[src/rtl/keyload_pkg.sv]
package keyload_pkg;

    typedef enum logic [1:0] {
        ST_IDLE  = 2'd0,
        ST_WAIT  = 2'd1,
        ST_RETRY = 2'd2
    } seq_state_e;

    localparam int STS_W       = 8;
    localparam int SB_LD_DONE  = 0;
    localparam int SB_LD_OK    = 1;
    localparam int SB_IGNORED  = 2;
    localparam int SB_PG_ABORT = 3;
    localparam int SB_EXHAUST  = 4;
    localparam int SB_FZ_DONE  = 5;
    localparam int SB_FZ_ERR   = 6;
    localparam int SB_FZ_BUSY  = 7;

    localparam logic [STS_W-1:0] FUSE_CLR_MASK =
        (STS_W'(1) << SB_LD_DONE) | (STS_W'(1) << SB_LD_OK) |
        (STS_W'(1) << SB_FZ_DONE) | (STS_W'(1) << SB_FZ_ERR) |
        (STS_W'(1) << SB_FZ_BUSY);

endpackage

[src/rtl/keyload_tmr.sv]
module keyload_tmr #(
    parameter int unsigned TIMEOUT_MS = 10
) (
    input  logic clk,
    input  logic rst_n,
    input  logic restart_i,
    input  logic run_i,
    input  logic tick_i,
    output logic expired_o
);
    localparam int CNT_W = $clog2(TIMEOUT_MS + 1);

    typedef struct packed {
        logic [CNT_W-1:0] cnt;
    } tmr_regs_t;

    tmr_regs_t d, q;

    always_comb begin
        d = q;
        if (restart_i) begin
            d.cnt = '0;
        end else if (run_i && tick_i && q.cnt != CNT_W'(TIMEOUT_MS)) begin
            d.cnt = q.cnt + CNT_W'(1);
        end
    end

    always_ff @(posedge clk or negedge rst_n) begin
        if (!rst_n) q <= '0;
        else        q <= d;
    end

    assign expired_o = (q.cnt == CNT_W'(TIMEOUT_MS));

    // without a tick nothing moves the window
    assert_tick_only_R6: assert property (@(posedge clk) disable iff (!rst_n)
        (!restart_i && !tick_i) |=> $stable(expired_o));
    // a fresh attempt never starts already expired
    assert_restart_clean_R6: assert property (@(posedge clk) disable iff (!rst_n)
        restart_i |=> !expired_o);

endmodule

[src/rtl/keyload_sts.sv]
module keyload_sts
    import keyload_pkg::*;
(
    input  logic             clk,
    input  logic             rst_n,
    input  logic             wr_i,
    input  logic [STS_W-1:0] wdata_i,
    input  logic             hw_clr_i,
    input  logic [STS_W-1:0] set_i,
    output logic [STS_W-1:0] sts_o
);
    typedef struct packed {
        logic [STS_W-1:0] bits;
    } sts_regs_t;

    sts_regs_t d, q;
    logic [STS_W-1:0] drop;

    always_comb begin
        drop = (wr_i ? wdata_i : '0) | (hw_clr_i ? FUSE_CLR_MASK : '0);
        d = q;
        d.bits = (q.bits & ~drop) | set_i;
    end

    always_ff @(posedge clk or negedge rst_n) begin
        if (!rst_n) q <= '0;
        else        q <= d;
    end

    assign sts_o = q.bits;

    // a bit falls only when software or the key clear drops it
    assert_sticky_R8: assert property (@(posedge clk) disable iff (!rst_n)
        (!wr_i && !hw_clr_i) |=> ((~sts_o & $past(sts_o)) == '0));
    // a hardware set survives a simultaneous write-one-to-clear
    assert_set_wins_R8: assert property (@(posedge clk) disable iff (!rst_n)
        (set_i != '0) |=> ((sts_o & $past(set_i)) == $past(set_i)));
    // the key clear leaves the event bits 2..4 alone
    assert_clear_keeps_R10: assert property (@(posedge clk) disable iff (!rst_n)
        (hw_clr_i && !wr_i && set_i == '0) |=> (sts_o[4:2] == $past(sts_o[4:2])));

endmodule

[src/rtl/keyload_seq.sv]
module keyload_seq
    import keyload_pkg::*;
#(
    parameter int unsigned MAX_TRIES = 5
) (
    input  logic             clk,
    input  logic             rst_n,
    input  logic             start_i,
    input  logic             clear_i,
    input  logic             pg_ok_i,
    input  logic             fuse_done_i,
    input  logic             fuse_ok_i,
    input  logic             fuse_err_i,
    input  logic             expired_i,
    output logic             fuse_req_o,
    output logic             key_clear_o,
    output logic             key_send_o,
    output logic             done_o,
    output logic             err_o,
    output logic             restart_o,
    output logic             waiting_o,
    output logic             busy_o,
    output logic [STS_W-1:0] set_o
);
    localparam int TRY_W = $clog2(MAX_TRIES + 1);

    typedef struct packed {
        seq_state_e       state;
        logic [TRY_W-1:0] tries;
        logic             req;
        logic             clr;
        logic             send;
        logic             done;
        logic             err;
    } seq_regs_t;

    seq_regs_t d, q;
    logic      fail;

    always_comb begin
        d        = q;
        d.req    = 1'b0;
        d.clr    = 1'b0;
        d.send   = 1'b0;
        d.done   = 1'b0;
        d.err    = 1'b0;
        set_o    = '0;
        restart_o = 1'b0;
        fail     = 1'b0;

        if (q.state != ST_IDLE && (start_i || clear_i)) set_o[SB_IGNORED] = 1'b1;

        unique case (q.state)
            ST_IDLE: begin
                if (start_i) begin
                    if (!pg_ok_i) begin
                        d.err = 1'b1;
                        set_o[SB_PG_ABORT] = 1'b1;
                    end else begin
                        d.req     = 1'b1;
                        d.tries   = TRY_W'(1);
                        d.state   = ST_WAIT;
                        restart_o = 1'b1;
                    end
                end else if (clear_i) begin
                    d.clr = 1'b1;
                end
            end
            ST_WAIT: begin
                if (fuse_done_i) begin
                    set_o[SB_LD_DONE] = 1'b1;
                    set_o[SB_FZ_DONE] = 1'b1;
                    set_o[SB_LD_OK]   = fuse_ok_i;
                    set_o[SB_FZ_ERR]  = fuse_err_i;
                    if (fuse_ok_i) begin
                        d.send  = 1'b1;
                        d.done  = 1'b1;
                        d.state = ST_IDLE;
                    end else begin
                        fail = 1'b1;
                    end
                end else if (expired_i) begin
                    fail = 1'b1;
                end
                if (fail) begin
                    d.clr = 1'b1;
                    if (q.tries == TRY_W'(MAX_TRIES)) begin
                        d.err = 1'b1;
                        set_o[SB_EXHAUST] = 1'b1;
                        d.state = ST_IDLE;
                    end else begin
                        d.state = ST_RETRY;
                    end
                end
            end
            ST_RETRY: begin
                d.req     = 1'b1;
                d.tries   = q.tries + TRY_W'(1);
                d.state   = ST_WAIT;
                restart_o = 1'b1;
            end
            default: d.state = ST_IDLE;
        endcase
    end

    always_ff @(posedge clk or negedge rst_n) begin
        if (!rst_n) q <= '{state: ST_IDLE, default: '0};
        else        q <= d;
    end

    assign fuse_req_o  = q.req;
    assign key_clear_o = q.clr;
    assign key_send_o  = q.send;
    assign done_o      = q.done;
    assign err_o       = q.err;
    assign waiting_o   = (q.state == ST_WAIT);
    assign busy_o      = (q.state != ST_IDLE);

    // power domain down means error and no load command
    assert_pg_abort_R2: assert property (@(posedge clk) disable iff (!rst_n)
        (q.state == ST_IDLE && start_i && !pg_ok_i) |=> (err_o && !fuse_req_o));
    // the key is forwarded only after a good completion
    assert_send_after_ok_R3: assert property (@(posedge clk) disable iff (!rst_n)
        key_send_o |-> $past(q.state == ST_WAIT && fuse_done_i && fuse_ok_i));
    // a completion with a bad result is a failed attempt
    assert_bad_result_R4: assert property (@(posedge clk) disable iff (!rst_n)
        (q.state == ST_WAIT && fuse_done_i && !fuse_ok_i) |=> (key_clear_o && !key_send_o));
    // the attempt number stays within the bound
    assert_try_bound_R5: assert property (@(posedge clk) disable iff (!rst_n)
        fuse_req_o |-> (q.tries != '0 && q.tries <= TRY_W'(MAX_TRIES)));
    // an expired wait without completion fails the attempt
    assert_timeout_fail_R6: assert property (@(posedge clk) disable iff (!rst_n)
        (q.state == ST_WAIT && !fuse_done_i && expired_i) |=> key_clear_o);

endmodule

[src/rtl/keyload_ctrl.sv]
module keyload_ctrl
    import keyload_pkg::*;
#(
    parameter int unsigned MAX_TRIES  = 5,
    parameter int unsigned TIMEOUT_MS = 10
) (
    input  logic             clk,
    input  logic             rst_n,
    input  logic             start_i,
    input  logic             clear_i,
    input  logic             pg_ok_i,
    input  logic             ms_tick_i,
    output logic             fuse_req_o,
    input  logic             fuse_done_i,
    input  logic             fuse_ok_i,
    input  logic             fuse_err_i,
    output logic             key_clear_o,
    output logic             key_send_o,
    input  logic             sts_wr_i,
    input  logic [STS_W-1:0] sts_wdata_i,
    output logic [STS_W-1:0] sts_o,
    output logic             done_o,
    output logic             err_o
);
    logic             expired, restart, waiting, busy;
    logic [STS_W-1:0] seq_set, all_set;

    keyload_seq #(.MAX_TRIES(MAX_TRIES)) u_seq (
        .clk        (clk),
        .rst_n      (rst_n),
        .start_i    (start_i),
        .clear_i    (clear_i),
        .pg_ok_i    (pg_ok_i),
        .fuse_done_i(fuse_done_i),
        .fuse_ok_i  (fuse_ok_i),
        .fuse_err_i (fuse_err_i),
        .expired_i  (expired),
        .fuse_req_o (fuse_req_o),
        .key_clear_o(key_clear_o),
        .key_send_o (key_send_o),
        .done_o     (done_o),
        .err_o      (err_o),
        .restart_o  (restart),
        .waiting_o  (waiting),
        .busy_o     (busy),
        .set_o      (seq_set)
    );

    keyload_tmr #(.TIMEOUT_MS(TIMEOUT_MS)) u_tmr (
        .clk      (clk),
        .rst_n    (rst_n),
        .restart_i(restart),
        .run_i    (waiting),
        .tick_i   (ms_tick_i),
        .expired_o(expired)
    );

    assign all_set = seq_set | (fuse_req_o ? (STS_W'(1) << SB_FZ_BUSY) : '0);

    keyload_sts u_sts (
        .clk     (clk),
        .rst_n   (rst_n),
        .wr_i    (sts_wr_i),
        .wdata_i (sts_wdata_i),
        .hw_clr_i(key_clear_o),
        .set_i   (all_set),
        .sts_o   (sts_o)
    );

    // a command during a running sequence is flagged
    assert_busy_flag_R9: assert property (@(posedge clk) disable iff (!rst_n)
        (busy && (start_i || clear_i)) |=> sts_o[SB_IGNORED]);
    // each load command marks the fuse busy bit
    assert_busy_bit_R11: assert property (@(posedge clk) disable iff (!rst_n)
        fuse_req_o |=> sts_o[SB_FZ_BUSY]);

endmodule

[config.mk]
export PLATFORM = sky130hd
export DESIGN_NAME = keyload_ctrl
export DESIGN_NICKNAME = d
export VERILOG_FILES = /design/src/rtl/keyload_pkg.sv /design/src/rtl/keyload_tmr.sv /design/src/rtl/keyload_sts.sv /design/src/rtl/keyload_seq.sv /design/src/rtl/keyload_ctrl.sv
export SDC_FILE = /design/constraint.sdc
export NUM_CORES = 1
export LEC_CHECK = 0
export ABC_CLOCK_PERIOD_IN_PS = 1600
export BUFFER_PORTS_ARGS = -buffer_cell sky130_fd_sc_hd__buf_2
export CAP_MARGIN = 20
export CORE_MARGIN = 2
export CORE_UTILIZATION = 25
export DETAILED_ROUTE_END_ITERATION = 8
export GPL_TIMING_DRIVEN = 0
export SKIP_CTS_REPAIR_TIMING = 1
export SYNTH_ARGS = -nofsm -noshare
export SYNTH_HDL_FRONTEND = slang
export SYNTH_SLANG_ARGS = --single-unit
[constraint.sdc]
create_clock -name clk -period 1.6 [get_ports clk]
set_clock_uncertainty 0.15 [all_clocks]
set_input_delay 0.08 -clock clk [delete_from_list [all_inputs] [get_ports clk]]
set_output_delay 0.08 -clock clk [all_outputs]
set_load 0.01 [all_outputs]
* Word level (Yosys, flattened, before mapping)
Cells that the tools add are included.
Word-level totals: logic and storage cells 73, bits of input ports 18, flip-flop bits (word level) 22
Cells by class: reduce and logical (&&, ||, !) cells 10, muxes and demuxes 38, bitwise gates (word level) 5, eq/ne operators 9, add/subtract/negate cells 2
Operator list (number):
- $mux 8 | 3
- $mux 2 | 10
- $or 8x8->8 | 2
- $mux 1 | 15
- $mux 6 | 2
- $and 8x8->8 | 1
- $mux 4 | 2
- $not 8->8 | 1
- $or 7x8->8 | 1
- $pmux 4 s2 | 1
- $ne 3x3->1 const B | 2
- $pmux 1 s2 | 3
- $pmux 2 s3 | 1
- $reduce_bool 2->1 | 3
- $add 4x1->4 const B | 1
- $eq 4x4->1 const B | 1
- $ne 2x2->1 const B | 2
- $ne 4x4->1 const B | 1
- $reduce_and 4->1 | 1
- $add 3x1->3 const B | 1
- $eq 3x3->1 const B | 1
- $logic_and 1x1->1 | 3
- $mux 3 | 1
- $reduce_and 3->1 | 1
- other kinds (4) | 4

* Logic depth before layout (Yosys ltp)
Gate-level depths: netlist of the first run.
word-level depth 8, mapped depth 5, mapped depth without buffers 5

* By module
A second synthesis of the first run with hierarchy kept.
Second synthesis, totals: cells, all modules 97, area total of the unflattened synthesis 1036.0 sq um
By module, submodules not included:
- keyload_seq | area each 481.7 sq um, times used 1, cells each 45
- keyload_sts | area each 307.8 sq um, times used 1, cells each 26
- keyload_tmr | area each 240.2 sq um, times used 1, cells each 25
- keyload_ctrl | area each 6.3 sq um, times used 1, cells each 1

* Worst setup path before layout of the first run
No wires, ideal clock.
kind reg2reg, start point reg u_tmr.q[0] (netlist name), end point reg u_tmr.q[1] (netlist name), stages on the path, launching flop included 6, data required time 1.377 ns, period minus slack after synthesis 1.480 ns, path slack 0.120 ns, arrival time 1.257 ns, path through dfrtp_1 > inv_1 > ha_1 > and3b_1 > or3_1 > a21oi_2
Between the ends: longest elaborated chain between the ends 3
RTL lines:
- from (decl) | RTL line keyload_tmr.sv:17 | tmr_regs_t d, q;
- from (signal assigned) | RTL line keyload_tmr.sv:29 | if (!rst_n) q <= '0;
- from (signal assigned) | RTL line keyload_tmr.sv:30 | else q <= d;
- $add 4x1->4 or $ne 4x4->1 (tied branches) | RTL line keyload_tmr.sv:24, keyload_tmr.sv:23
- $mux 4 or $logic_and 1x1->1 (tied branches) | RTL line keyload_tmr.sv:23 | end else if (run_i && tick_i && q.cnt != CNT_W'(TIMEOUT_MS)) begin
- $mux 4 or $reduce_bool 2->1 (tied branches)
Several ways; a longest one is shown, not always the timed one. The select of a mux whose other input is x is not followed. A chain may end at the register's enable or synchronous reset.

* Worst setup path after layout of the first run
Ends and elaborated chain as after synthesis.

==> impl_metrics.py, run 1 <==
metrics = {
    "flow_run": {
        "cap_violations": 0,
    },
    "route": {
        "drt_drc_violations_left": 0,
        "drt_pre_antenna_iters": 4,
        "postRouteWirelength_um": 2120,
        "drt-initial-drc-count": 40,
        "via_count": 806,
        "routedWlPerCell_um": 11.7,
        "ant_nets": 0,
        "post_drt_via_cell_ratio": 4.45,
    },
    "critical_path": {
        "critPathLaunchType": "flop",
        "cp_data_arrival_time_ns": 1.60,
        "regToRegSetupSlack_ns": 0.03,
        "r2r_end": "u_tmr.q[1]$_DFFE_PN0P_",
        "r2r-start": "u_tmr.q[0]$_DFFE_PN0P_",
        "crit_end": "u_tmr.q[1]$_DFFE_PN0P_",
        "startpoint": "u_tmr.q[0]$_DFFE_PN0P_",
        "critPathMaxFanout": 4,
        "end_kind": "flop",
        "r2r_cells": 5,
        "worstSetupPathType": "flop to flop",
        "required_ns": 1.63,
    },
    "timing": {
        "min_period_ns": 1.57,
        "hold_viol": 1,
        "hold_slack_ns": -0.0440,
        "setup_viol": 0,
        "finalCritPeriodShare": 0.981,
        "rsz0062_at_grt": "no",
        "finalMaxSlewViolations": 0,
        "fmax_mhz": 637,
        "maxSlewHeadroom": 0.689,
        "worst_pin_slew_ns": 0.467,
    },
    "status": {
        "violations": "negative hold slack",
        "status": "finished, violations left",
    },
    "die": {
        "die_w_um": 66.1,
        "die_area_sq_um": 4370,
        "rows": 22,
        "core_area_sq_um": 3690,
        "die_y_um": 66.1,
        "initial_core_util": 0.262,
        "pin_count": 31,
    },
    "placement": {
        "dp.final_hpwl_um": 1570,
        "io_buffers": 29,
        "gp_congestion": 0.744,
    },
    "global_route": {
        "grt_first_pass_wirelength_um": 3110,
        "antenna_found_initial": 0,
        "grt_use_total": 0.0930,
        "grt_max_degree": 22,
        "grt_pass1_vias": 711,
        "gr-total-overflow": 0,
    },
    "synthesis": {
        "syn_nets": 112,
        "synthCells": 90,
        "seq_area_frac_synth": 0.545,
        "syn_area_per_cell_sq_um": 10.7,
        "synthArstFlopShare": 1.00,
        "ys_ff_latch": 21,
        "synthFlopType": "dfrtp_1",
        "synth_cell_types": 30,
        "synth_edf_count": 0,
        "syn_area_sq_um": 965,
        "yosys_warnings": 0,
    },
    "pwr": {
        "p_int_mw": 1.18,
        "leakage_nw": 0.683,
        "sequentialPowerShare": 0.457,
        "ir_drop_uv": 335,
        "clkPwrFrac": 0.189,
        "switching_share": 0.328,
        "powerDensity_nw_per_um2": 1340,
        "power_switching_uw": 578,
        "p_comb_frac": 0.354,
    },
    "hold_path": {
        "hold_depth": 4,
        "hold_path_class": "input pin to flop",
    },
    "cells_and_area": {
        "final_cell_mix": "buf_2 (29), dfrtp_1 (21), nand2_1 (17), dlygate4sd3_1 (8), o21ai_0 (7)",
        "drive_gt1_frac": 0.338,
        "multi_input_area_sq_um": 407,
        "register_area_sq_um": 526,
        "diodes": 0,
        "fillers": 378,
        "final_net_count": 156,
        "final_util": 0.358,
        "synthToLayoutAreaGrowth_pct": 36.7,
        "final_common_cell": "buf_2",
    },
    "cts": {
        "numCtsBuffers": 3,
        "cts-root-buf": "clkbuf_8",
        "htreeDepth": 1,
        "clockBufferDepth": 2,
        "cts.sink_count": 21,
        "cts_tree": "done",
        "clk_pin_slew_worst_paths_ns": 0.07,
        "clk_latency_ns": 0.25,
    },
}
-- stage by stage --
step	cells	area (sq um)	total power, mW	TNS [ns]	worst slack (ns)
floorplan	90	965	1.19	0	0.120
global placement	167	1170	1.37	0	0.0230
detailed placement	167	1170	1.40	-0.0185	-0.0185
CTS	171	1210	1.74	-0.0298	-0.0274
global route	181	1320	1.89	0	0.000784
finish	181	1320	1.76	0	0.0310
-- layer usage --
metal	global-route usage	up-vias	wire length, um
met5	0	-	0
met4	0.0306	0	8
met3	0.0239	2	128
met2	0.155	26	997
met1	0.117	377	988
li1	-	401	-
-- layout make-up --
cell class,count,area share
sequential,21,0.398
timing repair buffer,39,0.182
multi-input combinational,61,0.308
tap,48,0.0455
inverter,5,0.0142
clock buffer,4,0.0342
buffer,3,0.0171
-- synthesized netlist by cell type (all sizes together), types with 2 or more instances --
master | n | area (sq um)
dfrtp | 21 | 526
nand2 | 17 | 63.8
o21ai | 7 | 35.0
inv | 5 | 18.8
a21oi | 4 | 23.8
a31o | 4 | 35.0
ha | 4 | 50.1
nand3b | 3 | 22.5
and3b | 2 | 17.5
buf | 2 | 18.8
mux2i | 2 | 20.0
nand3 | 2 | 10.0
o22ai | 2 | 12.5
-- cell families (layout without fill, tap and decap cells) --
logic type      count (synthesis)  in the layout  synth area share
compound gates                 21             21             0.147
flops                          21             21             0.545
mux                             3              3            0.0324
simple gates                   33             33             0.182
buf+inv                         8             51            0.0428
fa+ha+maj                       4              4            0.0519
-- worst max-delay path, stage by stage, from the launching register on --
cell and delay, ns:
dfrtp_1 0.38, inv_1 0.07, ha_1 0.21, and3b_2 0.22
or3_1 0.36, a21oi_2 0.12
-- worst min path at each step --
stage	start	slack (ns)	end
6_report	sts_wdata_i[4]	-0.04	u_sts.sts_o[4]$_DFF_PN0_
3_3_place_gp	rst_n	-0.1	u_sts.sts_o[3]$_DFF_PN0_
2_1_floorplan	rst_n	-0.37	u_seq.done_o$_DFF_PN0_
5_1_grt	sts_wdata_i[4]	0.01	u_sts.sts_o[4]$_DFF_PN0_
3_5_place_dp	rst_n	-0.09	u_sts.sts_o[4]$_DFF_PN0_
4_1_cts	rst_n	-0.37	u_sts.sts_o[4]$_DFF_PN0_
-- power by group through the flow --
| stage | Combinational, mW | Sequential [mW] | Clock (mW) |
|---|---|---|---|
| 2_1_floorplan | 0.339 | 0.849 | 0 |
| 3_3_place_gp | 0.566 | 0.809 | 0 |
| 3_5_place_dp | 0.588 | 0.816 | 0 |
| 4_1_cts | 0.590 | 0.805 | 0.345 |
| 5_1_grt | 0.699 | 0.829 | 0.363 |
| 6_report | 0.623 | 0.806 | 0.333 |
-- flip-flops by register name, indices dropped and copies added (netlist names) --
register and cells:
u_tmr.q 4, u_seq.q 5, u_seq.err_o 1, u_seq.done_o 1
u_seq.key_clear_o 1, u_sts.sts_o 8, u_seq.fuse_req_o 1
Power figures use the tool's default switching activity.
==> run 2, diff against run 1 <==
--- a/config.mk
+++ b/config.mk
@@ -9,9 +9,10 @@
 export BUFFER_PORTS_ARGS = -buffer_cell sky130_fd_sc_hd__buf_2
 export CAP_MARGIN = 20
 export CORE_MARGIN = 2
-export CORE_UTILIZATION = 25
+export CORE_UTILIZATION = 42
 export DETAILED_ROUTE_END_ITERATION = 8
 export GPL_TIMING_DRIVEN = 0
+export PLACE_DENSITY = 0.71
 export SKIP_CTS_REPAIR_TIMING = 1
 export SYNTH_ARGS = -nofsm -noshare
 export SYNTH_HDL_FRONTEND = slang
==> run 2 against run 1 <==
  * The flow now finishes without violations
  * Clock-buffer cell count is the same
  * Die area is 38% lower
  * Via count is 7.4% higher
  * Setup slack lost 0.0038 ns
  * Cell count is 6.6% lower
  * Flip-flop and latch count did not move
  * Power shrank 2.9%
  * Worst hold slack improved by 0.076 ns
  * Register-to-register slack about the same
  * Clock power is 26% lower
  * Largest power group unchanged
==> impl_metrics.py, run 2 (synthesis results as in run 1) <==
metrics = {
    "global_route": {
        "grt_pass1_vias": 772,
        "gr-total-overflow": 0,
        "grt_first_pass_wirelength_um": 3250,
        "grt_max_degree": 22,
        "grt_use_total": 0.163,
        "antenna_found_initial": 0,
    },
    "cells_and_area": {
        "diodes": 0,
        "fin_area_sq_um": 1350,
        "fillers": 181,
        "final_cell_mix": "buf_2 (29), dfrtp_1 (21), nand2_1 (17), dlygate4sd3_1 (15), o21ai_0 (6)",
        "drive_gt1_frac": 0.333,
        "synthToLayoutAreaGrowth_pct": 39.9,
        "final_common_cell": "buf_2",
        "final_net_count": 164,
        "largest_reg_flops": 8,
    },
    "route": {
        "postRouteWirelength_um": 2220,
        "routed-wl-met3_um": 128,
        "ant_nets": 0,
        "routedWlPerCell_um": 13.1,
        "top_layer_used": "met4",
        "drt_pre_antenna_iters": 4,
        "post_drt_via_cell_ratio": 5.12,
        "via_count": 866,
        "route.met2.wl_um": 1110,
        "drt-initial-drc-count": 8,
        "m1WireLength_um": 963,
        "drt_drc_violations_left": 0,
    },
    "critical_path": {
        "critPathMaxFanout": 3,
        "crit_slowest_cell": "dfrtp_1",
        "cp_data_arrival_time_ns": 1.65,
        "critPathLaunchType": "flop",
        "end_kind": "flop",
        "startpoint": "u_tmr.q[0]$_DFFE_PN0P_",
        "r2r-start": "u_tmr.q[0]$_DFFE_PN0P_",
        "worstSetupPathType": "flop to flop",
        "crit_path_max_incr_delay_ns": 0.40,
        "crit_chain": "inv_2 > ha_1 > and3b_2 > or3_4 > a21oi_2",
        "worst-path-buf-inv": 1,
        "required_ns": 1.68,
        "crit_family": "simple AND/OR/NAND/NOR gates",
    },
    "timing": {
        "hold_slack_ns": 0.0324,
        "fin_ws_ns": 0.0272,
        "maxSlewHeadroom": 0.695,
        "finalCritPeriodShare": 0.983,
        "worst_pin_slew_ns": 0.458,
        "setup_viol": 0,
        "hold_viol": 0,
        "fmax_mhz": 636,
        "finalMaxSlewViolations": 0,
        "min_period_ns": 1.57,
    },
    "placement": {
        "pre_cts_slack_ns": 0.000427,
        "gp_congestion": 0.709,
        "dp.final_hpwl_um": 1470,
        "place_area_sq_um": 1140,
        "io_buffers": 29,
    },
    "die": {
        "die_w_um": 51.9,
        "pin_count": 31,
        "die_area_sq_um": 2700,
        "die_y_um": 51.9,
        "initial_core_util": 0.440,
        "rows": 17,
        "core_area_sq_um": 2190,
    },
    "cts": {
        "cts.sink_count": 21,
        "cts_tree": "done",
        "clk_latency_ns": 0.29,
        "cts-root-buf": "clkbuf_4",
        "numCtsBuffers": 3,
        "htreeDepth": 1,
        "clk_pin_slew_worst_paths_ns": 0.11,
        "clockBufferDepth": 2,
    },
    "pwr": {
        "clkPwrFrac": 0.145,
        "powerDensity_nw_per_um2": 1270,
        "leakage_nw": 0.705,
        "power_switching_uw": 589,
        "p_comb_frac": 0.382,
        "power.total_mw": 1.71,
        "ir_drop_uv": 750,
        "p_int_mw": 1.12,
        "sequentialPowerShare": 0.473,
        "switching_share": 0.345,
    },
    "status": {
        "status": "finished clean",
    },
    "flow_run": {
        "cap_violations": 0,
    },
    "hold_path": {
        "min-delay-start": "sts_wr_i",
        "hold_path_class": "input pin to flop",
    },
}
-- run 2: cell count changes in the layout (fill, tap and decap cells not counted), sizes merged --
cell,before,now
dlygate4sd3,8,15
buf,33,34
-- run 2: worst paths after layout --
path / endpoint / slack (ns) / depth (start not counted)
max: u_tmr.q[1]$_DFFE_PN0P_ / 0.03 / 5
min: u_sts.sts_o[2]$_DFF_PN0_ / 0.03 / 4
max reg2reg: u_tmr.q[1]$_DFFE_PN0P_ / 0.03 / 5
min reg2reg: u_sts.sts_o[2]$_DFF_PN0_ / 0.33 / 2
max in group asynchronous: u_seq.q[8]$_DFFE_PN0P_ / 0.88 / 2
min in group asynchronous: u_sts.sts_o[6]$_DFF_PN0_ / 0.11 / 2
-- run 2: power by group through the flow --
stage | clock network, mW | registers (mW) | logic (mW)
2_1_floorplan | 0 | 0.849 | 0.339
6_report | 0.248 | 0.810 | 0.653
4_1_cts | 0.255 | 0.807 | 0.591
5_1_grt | 0.285 | 0.832 | 0.729
3_5_place_dp | 0 | 0.818 | 0.588
3_3_place_gp | 0 | 0.809 | 0.565
-- run 2: area by class of cell --
| type | instances | area [sq um] | share of cell area |
|---|---|---|---|
| plain buffers | 3 | 22.5 | 0.0167 |
| flip-flops and latches | 21 | 526 | 0.389 |
| well taps | 28 | 35.0 | 0.0260 |
| repair buffers | 47 | 318 | 0.235 |
| multi-input cells | 61 | 404 | 0.299 |
| inverters | 5 | 18.8 | 0.0139 |
| clock buffers | 4 | 26.3 | 0.0195 |
-- run 2: routing by layer --
metal / global-route usage / vias to the layer above
met1: 0.200 / 419
met4: 0.0789 / 0
li1: - / 416
met2: 0.274 / 29
met3: 0.0316 / 2
met5: 0 / -
-- run 2: metrics by stage --
step                TNS [ns]  utilization  instances
floorplan                  0            -         90
global placement           0        0.523        147
detailed placement         0        0.523        147
CTS                   -0.112        0.535        151
global route         -0.0175        0.616        169
finish                     0        0.616        169
-- run 2: worst reg2reg max path, stage by stage, from the launching register on --
cell and delay [ns]:
dfrtp_1 0.40, inv_2 0.05, ha_1 0.21, and3b_2 0.23, or3_4 0.37, a21oi_2 0.11
